--- config.mk ---
export PLATFORM = sky130hd
export DESIGN_NAME = disp_window_gen
export DESIGN_NICKNAME = d
export VERILOG_FILES = /design/src/rtl/disp_win_pkg.sv /design/src/rtl/dw_fall_detect.sv /design/src/rtl/dw_line_timer.sv /design/src/rtl/dw_frame_timer.sv /design/src/rtl/dw_de_tracker.sv /design/src/rtl/disp_window_gen.sv
export SDC_FILE = /design/constraint.sdc
export NUM_CORES = 1
export LEC_CHECK = 0
export ABC_AREA = 1
export BUFFER_PORTS_ARGS = -buffer_cell sky130_fd_sc_hd__buf_2
export CAP_MARGIN = 40
export CORE_UTILIZATION = 34
export CTS_BUF_LIST = sky130_fd_sc_hd__clkbuf_4 sky130_fd_sc_hd__clkbuf_8
export DETAILED_ROUTE_END_ITERATION = 12
export PLACE_DENSITY = 0.62
export SYNTH_ARGS = -nofsm -noshare
export SYNTH_HDL_FRONTEND = slang
export SYNTH_SLANG_ARGS = --single-unit
--- constraint.sdc ---
create_clock -name clk -period 8.1 [get_ports clk]
set_clock_uncertainty 0.15 [all_clocks]
set_input_delay 1.215 -clock clk [delete_from_list [all_inputs] [get_ports clk]]
set_output_delay 1.215 -clock clk [all_outputs]
set_load 0.02 [all_outputs]
--- src/rtl/disp_win_pkg.sv ---
package disp_win_pkg;
   localparam int HS_W  = 9;
   localparam int CNT_W = 11;

   typedef enum logic {
      WIN_FIXED = 1'b0,
      WIN_DE    = 1'b1
   } win_mode_e;

   typedef struct packed {
      logic [HS_W-1:0]  hstart;
      logic [CNT_W-1:0] vstart;
      logic [CNT_W-1:0] hlen;
   } win_cfg_t;
endpackage

--- src/rtl/dw_fall_detect.sv ---
module dw_fall_detect #(
   parameter int N = 2
) (
   input  logic         clk,
   input  logic         rst_n,
   input  logic [N-1:0] sig_n,
   output logic [N-1:0] fall
);
   logic [N-1:0] prev_q;

   for (genvar i = 0; i < N; i++) begin : g_bit
      always_ff @(posedge clk or negedge rst_n) begin
         if (!rst_n) prev_q[i] <= 1'b1;
         else        prev_q[i] <= sig_n[i];
      end
      assign fall[i] = prev_q[i] & ~sig_n[i];
   end
endmodule

--- src/rtl/dw_line_timer.sv ---
module dw_line_timer #(
   parameter int CNT_W = 11
) (
   input  logic             clk,
   input  logic             rst_n,
   input  logic             hfall,
   input  logic [CNT_W-1:0] hlen,
   output logic [CNT_W-1:0] pos_now,
   output logic             line_start,
   output logic             len_err
);
   logic [CNT_W-1:0] pos_q;
   logic             locked_q;
   logic             err_q;
   logic             at_end;
   logic             wrap;

   assign at_end     = (pos_q == hlen - CNT_W'(1));
   assign wrap       = ~hfall & at_end;
   assign line_start = hfall | wrap;
   assign pos_now    = line_start ? '0 : pos_q + CNT_W'(1);
   assign len_err    = err_q;

   always_ff @(posedge clk or negedge rst_n) begin
      if (!rst_n) begin
         pos_q    <= '0;
         locked_q <= 1'b0;
         err_q    <= 1'b0;
      end else begin
         pos_q <= pos_now;
         if (hfall) locked_q <= 1'b1;
         if (locked_q && (wrap || (hfall && !at_end))) err_q <= 1'b1;
      end
   end


   pos_step_chk: assert property (@(posedge clk) disable iff (!rst_n)
      (pos_q != '0) |-> (pos_q == $past(pos_q) + CNT_W'(1)));


   err_sticky_chk: assert property (@(posedge clk) disable iff (!rst_n)
      err_q |=> err_q);
endmodule

--- src/rtl/dw_frame_timer.sv ---
module dw_frame_timer #(
   parameter int CNT_W = 11
) (
   input  logic             clk,
   input  logic             rst_n,
   input  logic             vfall,
   input  logic             line_start,
   output logic [CNT_W-1:0] line_now
);
   logic [CNT_W-1:0] line_q;

   always_comb begin
      if (vfall)                        line_now = '0;
      else if (line_start && !(&line_q)) line_now = line_q + CNT_W'(1);
      else                              line_now = line_q;
   end

   always_ff @(posedge clk or negedge rst_n) begin
      if (!rst_n) line_q <= '1;
      else        line_q <= line_now;
   end


   line_mono_chk: assert property (@(posedge clk) disable iff (!rst_n)
      (line_q != '0) |-> (line_q >= $past(line_q)));
endmodule

--- src/rtl/dw_de_tracker.sv ---
module dw_de_tracker #(
   parameter int ACT_W = 1024,
   parameter int ACT_H = 768,
   parameter int DXW   = 11,
   parameter int DYW   = 10
) (
   input  logic           clk,
   input  logic           rst_n,
   input  logic           line_start,
   input  logic           vfall,
   input  logic           de,
   output logic [DXW-1:0] dx_now,
   output logic [DYW-1:0] dy_now
);
   logic [DXW-1:0] dx_q;
   logic [DYW-1:0] dy_q;
   logic           had_q;
   logic           had_base;

   assign dx_now   = line_start ? '0 : dx_q;
   assign had_base = (line_start | vfall) ? 1'b0 : had_q;

   always_comb begin
      if (vfall) dy_now = '0;
      else if (line_start && had_q && dy_q != DYW'(ACT_H)) dy_now = dy_q + DYW'(1);
      else dy_now = dy_q;
   end

   always_ff @(posedge clk or negedge rst_n) begin
      if (!rst_n) begin
         dx_q  <= '0;
         dy_q  <= DYW'(ACT_H);
         had_q <= 1'b0;
      end else begin
         dx_q  <= (de && dx_now != DXW'(ACT_W)) ? dx_now + DXW'(1) : dx_now;
         dy_q  <= dy_now;
         had_q <= had_base | de;
      end
   end


   dx_cap_chk: assert property (@(posedge clk) disable iff (!rst_n)
      dx_q <= DXW'(ACT_W));
endmodule

--- src/rtl/disp_window_gen.sv ---
module disp_window_gen
   import disp_win_pkg::*;
#(
   parameter int ACT_W       = 1024,
   parameter int ACT_H       = 768,
   parameter int XO_W        = 10,
   parameter int YO_W        = 10,
   parameter int DEF_HSTART  = 296,
   parameter int DEF_VSTART  = 35,
   parameter int DEF_HLEN    = 1344,
   parameter int MIN_HSTART  = 64,
   parameter int MIN_VSTART  = 4,
   parameter bit CLAMP_EN    = 1'b1
) (
   input  logic             clk,
   input  logic             rst_n,
   input  logic             hsync_n,
   input  logic             vsync_n,
   input  logic             de_in,
   input  logic             de_mode,
   input  logic             field_in,
   input  logic             cfg_ext,
   input  logic [HS_W-1:0]  cfg_hstart,
   input  logic [CNT_W-1:0] cfg_vstart,
   input  logic [CNT_W-1:0] cfg_hlen,
   output logic             pixel_valid,
   output logic [XO_W-1:0]  x,
   output logic [YO_W-1:0]  y,
   output logic             frame_start,
   output logic             field,
   output logic             len_err
);
   localparam int DXW = $clog2(ACT_W + 1);
   localparam int DYW = $clog2(ACT_H + 1);

   initial begin
      assert (ACT_W <= 2**XO_W) else $error("ACT_W exceeds x width");
      assert (ACT_H <= 2**YO_W) else $error("ACT_H exceeds y width");
      assert (XO_W <= CNT_W && YO_W <= CNT_W) else $error("coordinate width too large");
      assert (DEF_HLEN < 2**CNT_W && DEF_VSTART < 2**CNT_W) else $error("default too large");
      assert (DEF_HSTART < 2**HS_W && MIN_HSTART < 2**HS_W) else $error("hstart too large");
   end

   // configuration selection
   win_cfg_t  cfg_lim;
   win_cfg_t  cfg_eff;
   win_mode_e mode;

   if (CLAMP_EN) begin : g_clamp
      assign cfg_lim.hstart = (cfg_hstart < HS_W'(MIN_HSTART)) ? HS_W'(MIN_HSTART) : cfg_hstart;
      assign cfg_lim.vstart = (cfg_vstart < CNT_W'(MIN_VSTART)) ? CNT_W'(MIN_VSTART) : cfg_vstart;
   end else begin : g_raw
      assign cfg_lim.hstart = cfg_hstart;
      assign cfg_lim.vstart = cfg_vstart;
   end
   assign cfg_lim.hlen = cfg_hlen;

   assign cfg_eff = cfg_ext ? cfg_lim :
                    '{hstart: HS_W'(DEF_HSTART), vstart: CNT_W'(DEF_VSTART), hlen: CNT_W'(DEF_HLEN)};
   assign mode    = de_mode ? WIN_DE : WIN_FIXED;

   // sync edges
   logic [1:0] falls;
   logic       hfall;
   logic       vfall;

   dw_fall_detect #(.N(2)) u_fall (
      .clk   (clk),
      .rst_n (rst_n),
      .sig_n ({vsync_n, hsync_n}),
      .fall  (falls)
   );
   assign hfall = falls[0];
   assign vfall = falls[1];

   // counters
   logic [CNT_W-1:0] pos_now;
   logic [CNT_W-1:0] line_now;
   logic             line_start;
   logic             err_w;

   dw_line_timer #(.CNT_W(CNT_W)) u_line (
      .clk        (clk),
      .rst_n      (rst_n),
      .hfall      (hfall),
      .hlen       (cfg_eff.hlen),
      .pos_now    (pos_now),
      .line_start (line_start),
      .len_err    (err_w)
   );

   dw_frame_timer #(.CNT_W(CNT_W)) u_frame (
      .clk        (clk),
      .rst_n      (rst_n),
      .vfall      (vfall),
      .line_start (line_start),
      .line_now   (line_now)
   );

   logic [DXW-1:0] dx_now;
   logic [DYW-1:0] dy_now;

   dw_de_tracker #(.ACT_W(ACT_W), .ACT_H(ACT_H), .DXW(DXW), .DYW(DYW)) u_de (
      .clk        (clk),
      .rst_n      (rst_n),
      .line_start (line_start),
      .vfall      (vfall),
      .de         (de_in),
      .dx_now     (dx_now),
      .dy_now     (dy_now)
   );

   // fixed-mode window
   logic [CNT_W:0] hpos_ext, vpos_ext, hs_ext, vs_ext, hdiff, vdiff;
   logic           fix_h_in, fix_v_in, fix_ok, de_ok;

   assign hpos_ext = {1'b0, pos_now};
   assign vpos_ext = {1'b0, line_now};
   assign hs_ext   = (CNT_W + 1)'(cfg_eff.hstart);
   assign vs_ext   = {1'b0, cfg_eff.vstart};
   assign hdiff    = hpos_ext - hs_ext;
   assign vdiff    = vpos_ext - vs_ext;
   assign fix_h_in = (hpos_ext >= hs_ext) && (hpos_ext < hs_ext + (CNT_W + 1)'(ACT_W));
   assign fix_v_in = (vpos_ext >= vs_ext) && (vpos_ext < vs_ext + (CNT_W + 1)'(ACT_H));
   assign fix_ok   = fix_h_in & fix_v_in;
   assign de_ok    = de_in && (dx_now < DXW'(ACT_W)) && (dy_now < DYW'(ACT_H));

   // output selection
   logic            valid_nx;
   logic [XO_W-1:0] x_nx;
   logic [YO_W-1:0] y_nx;

   always_comb begin
      valid_nx = 1'b0;
      x_nx     = '0;
      y_nx     = '0;
      unique case (mode)
         WIN_DE: begin
            valid_nx = de_ok;
            if (de_ok) begin
               x_nx = XO_W'(dx_now);
               y_nx = YO_W'(dy_now);
            end
         end
         default: begin
            valid_nx = fix_ok;
            if (fix_ok) begin
               x_nx = hdiff[XO_W-1:0];
               y_nx = vdiff[YO_W-1:0];
            end
         end
      endcase
   end

   always_ff @(posedge clk or negedge rst_n) begin
      if (!rst_n) begin
         pixel_valid <= 1'b0;
         x           <= '0;
         y           <= '0;
         frame_start <= 1'b0;
         field       <= 1'b1;
      end else begin
         pixel_valid <= valid_nx;
         x           <= x_nx;
         y           <= y_nx;
         frame_start <= valid_nx && (x_nx == '0) && (y_nx == '0);
         if (vfall) field <= field_in;
      end
   end

   assign len_err = err_w;


   x_step_chk: assert property (@(posedge clk) disable iff (!rst_n)
      (pixel_valid && $past(pixel_valid) && x != '0) |-> (x == $past(x) + XO_W'(1)));


   field_hold_chk: assert property (@(posedge clk) disable iff (!rst_n)
      !vfall |=> (field == $past(field)));


   idle_zero_chk: assert property (@(posedge clk) disable iff (!rst_n)
      !pixel_valid |-> (x == '0 && y == '0 && !frame_start));
endmodule

## After elaboration in Yosys (flattened, before gate mapping)

Index checks and enable logic that the tools add are counted.

| storage, ports and cells | value |
|---|---|
| flip-flop bits (word level) | 71 |
| output and inout bits | 24 |

| operators by class | value |
|---|---|
| add/sub/neg operators | 9 |
| magnitude comparators | 8 |
| equality and inequality tests | 3 |
| muxes and demuxes | 19 |
| bitwise gates (word level) | 10 |
| reductions and logical operators | 18 |

Operator list:

| kind | count |
|---|---|
| 2-to-1 mux 10 bit | 8 |
| 2-to-1 mux 11 bit | 6 |
| adder 11 x 1 -> 11 bit (second input constant) | 3 |
| 2-to-1 mux 31 bit | 1 |
| less-than comparator 11 x 12 -> 1 bit | 2 |
| zero test 10 bit | 2 |
| adder 11 x 10 -> 12 bit (second input constant) | 1 |
| adder 9 x 11 -> 12 bit (second input constant) | 1 |
| logical AND 1 bit | 12 |
| == test 11 bit | 1 |
| greater-or-equal comparator 11 bit | 1 |
| greater-or-equal comparator 11 x 9 -> 1 bit | 1 |
| less-than comparator 11 bit (second input constant) | 1 |
| less-than comparator 11 x 3 -> 1 bit (second input constant) | 1 |
| inequality test 11 bit (second input constant) | 1 |
| AND reduction 11 bit | 1 |
| subtractor 11 x 1 -> 11 bit (second input constant) | 1 |
| adder 10 x 1 -> 10 bit (second input constant) | 1 |
| less-than comparator 10 bit (second input constant) | 1 |
| inequality test 10 bit (second input constant) | 1 |
| subtractor 10 bit | 1 |
| subtractor 10 x 9 -> 10 bit | 1 |
| less-than comparator 9 x 7 -> 1 bit (second input constant) | 1 |
| 2-to-1 mux 9 bit | 1 |
| other kinds (6) | 16 |

## Depth between registers and ports, before layout

Gate-level depths: netlist of the first run.

| depth | value |
|---|---|
| depth in word-level cells | 18 |
| gate-level depth with buffers | 38 |

## By module

A second synthesis of the first run with hierarchy kept.

| second synthesis, totals | value |
|---|---|
| cell total of the unflattened synthesis | 822 |
| area total of the unflattened synthesis | 5611.6 um^2 |

By module, submodules not included:

| module | times used | cells each | area an instance (um^2) | sequential area each (um^2) |
|---|---|---|---|---|
| disp_window_gen | 1 | 363 | 2411.1 | 576.8 |
| dw_de_tracker | 1 | 217 | 1482.7 | 553.0 |
| dw_line_timer | 1 | 143 | 992.2 | 325.3 |
| dw_frame_timer | 1 | 93 | 653.1 | 289.0 |
| dw_fall_detect | 1 | 6 | 72.6 | 52.6 |

## Least setup slack after synthesis of the first run

Ideal clock, no wire load.

| timing | value |
|---|---|
| kind | input to register |
| from | input cfg_ext |
| to | register frame_start |
| library setup time | 0.114 ns |
| data arrival time | 5.406 ns |
| required time | 7.836 ns |
| slack | 2.430 ns |
| cell stages on the path | 37 |
| path buffers | 3 |
| path through | buf_4 nand2_1 ha_1 nand3_1 nor2_1 nand2_1 nor2_1 xor2_1 o211ai_1 nor2_1 nand4_1 ha_1 buf_4 inv_1 nand2_1 nor2_1 nand3_1 nor2_1 nand3_1 xor2_1 nor2_1 ha_1 nand2_1 inv_1 a21oi_1 nor2_1 nor2_1 nand3_2 nor2_8 buf_6 nand3b_1 nand2_1 nor2_1 nand2_1 nor2_1 nand2_1 nor2_2 |

| on the way | value |
|---|---|
| word-level cells in the longest chain between the ends | 16 |
| elaborated cells on any way between the ends | 40 |

Ends and longest elaborated chain:

| item | line | RTL |
|---|---|---|
| start, declared | disp_window_gen.sv:22 | `input logic cfg_ext,` |
| 2-to-1 mux 31 bit * | disp_window_gen.sv:58 | `assign cfg_eff = cfg_ext ? cfg_lim :` |
| subtractor 11 x 1 -> 11 bit * | dw_line_timer.sv:18 | `assign at_end = (pos_q == hlen - CNT_W'(1));` |
| == test 11 bit * | dw_line_timer.sv:18 |  |
| AND 1 bit * | dw_line_timer.sv:19 | `assign wrap = ~hfall & at_end;` |
| OR 1 bit * | dw_line_timer.sv:20 | `assign line_start = hfall \| wrap;` |
| logical AND 1 bit * | dw_frame_timer.sv:14 | `else if (line_start && !(&line_q)) line_now = line_q + CNT_W'(1);` |
| 2-to-1 mux 11 bit * | dw_frame_timer.sv:14 |  |
| 2-to-1 mux 11 bit * | dw_frame_timer.sv:13 | `if (vfall) line_now = '0;` |
| net line_now[7] | disp_window_gen.sv:78 | `logic [CNT_W-1:0] line_now;` |
| less-than comparator 11 x 12 -> 1 bit / greater-or-equal comparator 11 bit (equally long branches) | disp_window_gen.sv:124 | `assign fix_v_in = (vpos_ext >= vs_ext) && (vpos_ext < vs_ext + (CNT_W + 1)'(ACT_H));` |
| logical AND 1 bit * | disp_window_gen.sv:124 |  |
| AND 1 bit * | disp_window_gen.sv:125 | `assign fix_ok = fix_h_in & fix_v_in;` |
| 2-to-1 mux 10 bit * | disp_window_gen.sv:147 | `if (fix_ok) begin` |
| 2-to-1 mux 10 bit * | disp_window_gen.sv:137 | `unique case (mode)` |
| net x_nx[4] | disp_window_gen.sv:130 | `logic [XO_W-1:0] x_nx;` |
| zero test 10 bit * | disp_window_gen.sv:166 | `frame_start <= valid_nx && (x_nx == '0) && (y_nx == '0);` |
| logical AND 1 bit * (2 in a row) | disp_window_gen.sv:166 |  |
| end signal, assigned | disp_window_gen.sv:166 |  |
| end, declared | disp_window_gen.sv:29 | `output logic frame_start,` |

The timed path passes the listed nets; every way through them passes the cells marked *.
A chain may end at the register's enable or synchronous reset.

## Worst setup path in the final report of the first run

Same ends and word-level chain as after synthesis.

==> results of run 1 <==
how the worst max path moves through the flow:
stage / end / slack, ns / cells past startpoint
floorplan: frame_start / 2.43 / 37
global placement: frame_start / 1.33 / 36
detailed placement: frame_start / 1.08 / 35
CTS: frame_start / 1.46 / 35
global route: frame_start / 0.61 / 36
finish: frame_start / 1.43 / 34
power groups by stage:
stage	registers (uW)	clock network, uW	logic, uW
final	398	269	244
after global routing	401	290	280
after CTS	398	278	246
after detailed placement	404	0	245
after global placement	404	0	243
after floorplan	404	0	171
kinds of logic (layout without fill, tap and decap cells):
logic type,count (synthesis),after routing,share of synthesized area
flops,71,71,0.346
mux,1,1,0.00217
xor+xnor,48,48,0.0809
buf+inv,115,184,0.0884
fa+ha+maj,34,34,0.0848
compound gates,68,68,0.0701
simple gates,376,376,0.328
stage by stage:
step | hold slack (ns) | setup WS (ns) | util
floorplan | 0.284 | 2.43 | -
global placement | 0.296 | 1.33 | 0.386
detailed placement | 0.293 | 1.08 | 0.388
CTS | 0.310 | 1.46 | 0.400
global route | 0.333 | 0.613 | 0.400
finish | 0.310 | 1.43 | 0.400
cell type report:
type	count	area (sq um)
fillers	1554	8810
multi-input cells	527	2940
flip-flops and latches	71	1800
inverters	103	387
repair buffers	65	355
well taps	184	230
clock buffers	11	145
clock inverters	5	33.8
metal layers:
metal / routed length (um) / global-route usage / part of all wire / vias to the layer above
li1: - / - / - / 2401
met1: 6100 / 0.227 / 0.48 / 2098
met2: 5970 / 0.287 / 0.47 / 95
met3: 507 / 0.0280 / 0.040 / 13
met4: 206 / 0.0588 / 0.016 / 0
met5: 0 / 0 / 0 / -
state kept, by name, indices dropped and copies added, names as in the netlist:
| register | flops |
|---|---|
| u_de.had_q | 1 |
| pixel_valid | 1 |
| u_de.dy_q | 10 |
| u_line.locked_q | 1 |
| u_fall.prev_q | 2 |
| u_line.len_err | 1 |
| field | 1 |
| u_frame.line_q | 11 |
| u_line.pos_q | 11 |
| frame_start | 1 |
| x | 10 |
| y | 10 |
| u_de.dx_q | 11 |
placed cells by master, fill, tap and decap left out, types with 4 or more instances in the layout:
cell,instances
o21ai_0,18
nand2_1,176
nor2_2,5
nor3_1,12
xor2_1,40
nand4_1,14
nor2_1,79
dfstp_2,16
nand3_1,58
xnor2_1,8
ha_1,32
a21oi_1,35
dfrtp_1,55
nand3_2,9
buf_2,61
o21ai_1,4
nand2_2,11
clkbuf_8,10
inv_1,101
==> qor.yml, run 1 <==
cts:
  cts_made_buffers: 9
  ctsResizeCount: 0
  clk_pin_slew_ns: 0.07
  clockRootBuffer: "clkbuf_8"
  postCtsSetupRepairBufs: 0
  cts_tree: "built"
  clockBufferDepth: 2
  holdBufCountCts: 0
  cts.sinks: 71
  cts_max_level: 3
  clock_latency_ns: 0.37
worst_setup_path:
  crit_required_ns: 8.21
  end_kind: "flop"
  crit_buf_inv: 6
  r2r-end: "frame_start"
  crit_top_cell: "nor2_1"
  crit_path_start_kind: "input pin"
  crit_path_start: "cfg_ext"
  crit_arrival_ns: 6.78
  cp_max_fo: 21
  critPathMaxStageDelay_ns: 0.51
  crit_slowest_cell: "ha_1"
  rrSetupSlack_ns: 2.70
  worstRegToRegCells: 29
  reg2reg_from: "u_line.pos_q[5]"
  crit_type: "input pin to flop"
  path_delay_family: "simple AND/OR/NAND/NOR gates"
synthesis:
  yosys.cell_types.count: 39
  synth_area_leaders: "dfrtp_1 26%, nand2_1 13%, dfstp_2 8.1%, ha_1 7.7%, inv_1 7.3%"
  synth_most_common_cell: "nand2_1"
  ys_warn_count: 0
  syn-mean-instance-area_sq_um: 7.29
  synth_commonest_cells: "176 x nand2_1, 101 x inv_1, 79 x nor2_1"
  synth-async-reset-ratio: 1.00
  seq_area_frac_synth: 0.346
  ys_ff_latch: 71
  syn-cell-area_sq_um: 5190
  netlist_instances: 713
  netlist.area_leader.share: 0.265
  synth-edff-count: 0
  syn_nets: 786
  yosysTopAreaCell: "dfrtp_1"
  synth_top_flop_cell: "dfrtp_1"
sta:
  period_needed_ns: 6.67
  maxSlewViolCount: 0
  grt_setup_unrepaired: "false"
  tns_ns: 0
  slew_headroom: 0.425
  tightest_slew_ns: 0.863
  setup_violations: 0
  fin_crit_sh: 0.824
  fmax_mhz: 150
  timing_hold_violations_final: 0
power_and_ir_drop:
  p_leak_uw: 0.00310
  seqPwrFrac: 0.437
  peakVddDrop_mv: 0.0643
  internal_power_uw: 590
  swShare: 0.352
  finalPower_uw: 910
  p_switching_uw: 321
  power_frac_clock: 0.295
  combPwrFrac: 0.268
  power_density_nw_per_um2: 155
flow_run:
  drv_cap: 0
routing:
  viasPerCell: 4.77
  drt_iter0_drc: 355
  num_vias: 4607
  drtPass1Iterations: 9
  ant_nets: 0
  drc: 4
  routedWlPerCell_um: 13.2
  drt-total-wl_mm: 12.8
place:
  dp_hpwl_mm: 10.0
  routabilityCongestion: 0.853
  place_inst: 950
  place.port_buffers: 62
  dpl-instance-area_sq_um: 5710
die:
  std_cell_rows: 44
  die_area_sq_um: 15800
  die_x_um: 126
  start_util: 0.353
  die_y_um: 126
  ioPinCount: 63
  core_area_sq_um: 14700
cells_and_area:
  layout-drive-gt1-share: 0.166
  fin_nets: 850
  antenna_cells: 0
  area_delta_synth_final_pct: 13.3
  fin_area_sq_um: 5890
  layoutNonFillerInstCount: 966
min_path:
  hold_end: "u_line.len_err"
  min_path_cells: 1
  worstHoldStart: "u_line.len_err"
  hp-class: "flop to flop"
global_route:
  grt_max_degree: 57
  grt_overflow: 0
  grtUsageTotal: 0.172
  antenna_found_initial: 0
  grt_pass1_vias: 4490
  grt_pass1_wl_mm: 21.7
run_status:
  violations: "DRC"
  run_status: "finished, violations left"
No activity file was read; power rests on OpenSTA's default activity.
==> run 2: changes to the inputs <==
==> constraint.sdc (replaced) <==
create_clock -name clk -period 6.17 [get_ports clk]
set_clock_uncertainty 0.15 [all_clocks]
set_input_delay 0.9255 -clock clk [delete_from_list [all_inputs] [get_ports clk]]
set_output_delay 0.9255 -clock clk [all_outputs]
set_load 0.02 [all_outputs]
==> qor.yml, run 2 (same netlist as run 1, synthesis figures left out) <==
run_status:
  run_status: "finished, violations left"
  violations: "DRC"
place:
  routabilityCongestion: 0.868
  dpl-instance-area_sq_um: 5740
  post-place-ws_ns: 0.321
  dp_hpwl_mm: 10.0
  place.port_buffers: 62
sta:
  maxSlewViolCount: 0
  fmax_mhz: 185
  timing_hold_violations_final: 0
  grt_setup_unrepaired: "false"
  tightest_slew_ns: 0.465
  slew_headroom: 0.687
  fin_crit_sh: 0.878
  tns_ns: 0
  period_needed_ns: 5.42
  setup_violations: 0
  setup_ws_ns: 0.752
cells_and_area:
  fin_area_sq_um: 5930
  reg_top3: "u_de.dx_q: 11 flops, u_frame.line_q: 11 flops, u_line.pos_q: 11 flops"
  final_common_cell: "nand2_1"
  final_cell_mix: "176 x nand2_1, 101 x inv_1, 79 x nor2_1"
  regArea_sq_um: 1800
  fin_util: 0.404
  fill_cells: 1553
  area_delta_synth_final_pct: 14.2
  layout-drive-gt1-share: 0.170
  antenna_cells: 0
  fin_nets: 854
  multiInputGateArea_sq_um: 2940
global_route:
  grt_overflow: 0
  grt_pass1_vias: 4565
  grt_max_degree: 53
  grt_pass1_wl_mm: 22.0
  grtUsageTotal: 0.177
  antenna_found_initial: 0
worst_setup_path:
  crit_top_cell: "nor2_1"
  crit_slowest_cell: "ha_1"
  critPathMaxStageDelay_ns: 0.29
  crit_required_ns: 6.29
  cp_max_fo: 18
  end_kind: "flop"
  crit_type: "input pin to flop"
  crit_arrival_ns: 5.54
  rrSetupSlack_ns: 1.47
  crit_path_start_kind: "input pin"
die:
  std_cell_rows: 44
  ioPinCount: 63
  die_area_sq_um: 15800
  start_util: 0.353
  core_area_sq_um: 14700
  die_x_um: 126
  die_y_um: 126
routing:
  routedWlPerCell_um: 13.0
  num_vias: 4581
  drtPass1Iterations: 9
  ant_nets: 0
  viasPerCell: 4.72
  drc: 4
  drt-total-wl_mm: 12.6
  drt_iter0_drc: 275
power_and_ir_drop:
  peakVddDrop_mv: 0.104
  p_leak_uw: 0.00313
  power_density_nw_per_um2: 207
cts:
  holdBufCountCts: 0
  clockBufferDepth: 2
  cts_tree: "built"
  clk_pin_slew_ns: 0.08
  postCtsSetupRepairBufs: 0
  clock_latency_ns: 0.37
  cts_made_buffers: 9
  cts.sinks: 71
  clockRootBuffer: "clkbuf_8"
  cts_max_level: 3
  ctsResizeCount: 0
min_path:
  hp-class: "input pin to asynchronous set/reset pin"
flow_run:
  drv_cap: 0
==> run 2: critical path: cells and delay by family <==
kind	cells	cell delay, ns
AO/OA/AOI/OAI	3	0.49
adder cells (fa/ha/maj)	3	0.69
AND/OR/NAND/NOR	23	2.75
buffers and inverters	4	0.33
XOR/XNOR	2	0.32
==> run 2: path summary, 6_finish.rpt <==
check                                startpoint  cells past startpoint                to
worst max register to register  u_line.pos_q[0]                     32       frame_start
max in group asynchronous                 rst_n                      2  u_fall.prev_q[1]
worst max-delay path                    cfg_ext                     35       frame_start
worst min-delay path                      rst_n                      1  u_line.pos_q[10]
min in group clk                 u_line.len_err                      1    u_line.len_err
worst min register to register   u_line.len_err                      1    u_line.len_err
==> run 2: per-layer routing <==
metal / global-route usage / up-vias / part of all wire
li1: - / 2404 / -
met1: 0.228 / 2077 / 0.47
met2: 0.297 / 87 / 0.47
met3: 0.0382 / 13 / 0.047
met4: 0.0567 / 0 / 0.014
met5: 0 / - / 0
==> run 2: area by class of cell <==
cell class,instances,area share
clock buffer,10,0.0221
clock inverter,6,0.0105
inverter,103,0.0652
multi-input combinational,527,0.495
sequential,71,0.303
tap,184,0.0388
timing repair buffer,69,0.0650
==> run 2: per-stage QoR <==
stage	instances	hold WS, ns	power (uW)
after floorplan	713	0.284	756
after global placement	953	0.291	852
after detailed placement	954	0.293	853
after CTS	970	0.272	1240
after global routing	970	0.285	1310
final	970	0.284	1230
==> run 2: power by group <==
group / internal (uW) / total (uW) / switching (uW)
registers: 497 / 522 / 25.1
clock network: 190 / 383 / 193
logic: 118 / 320 / 202
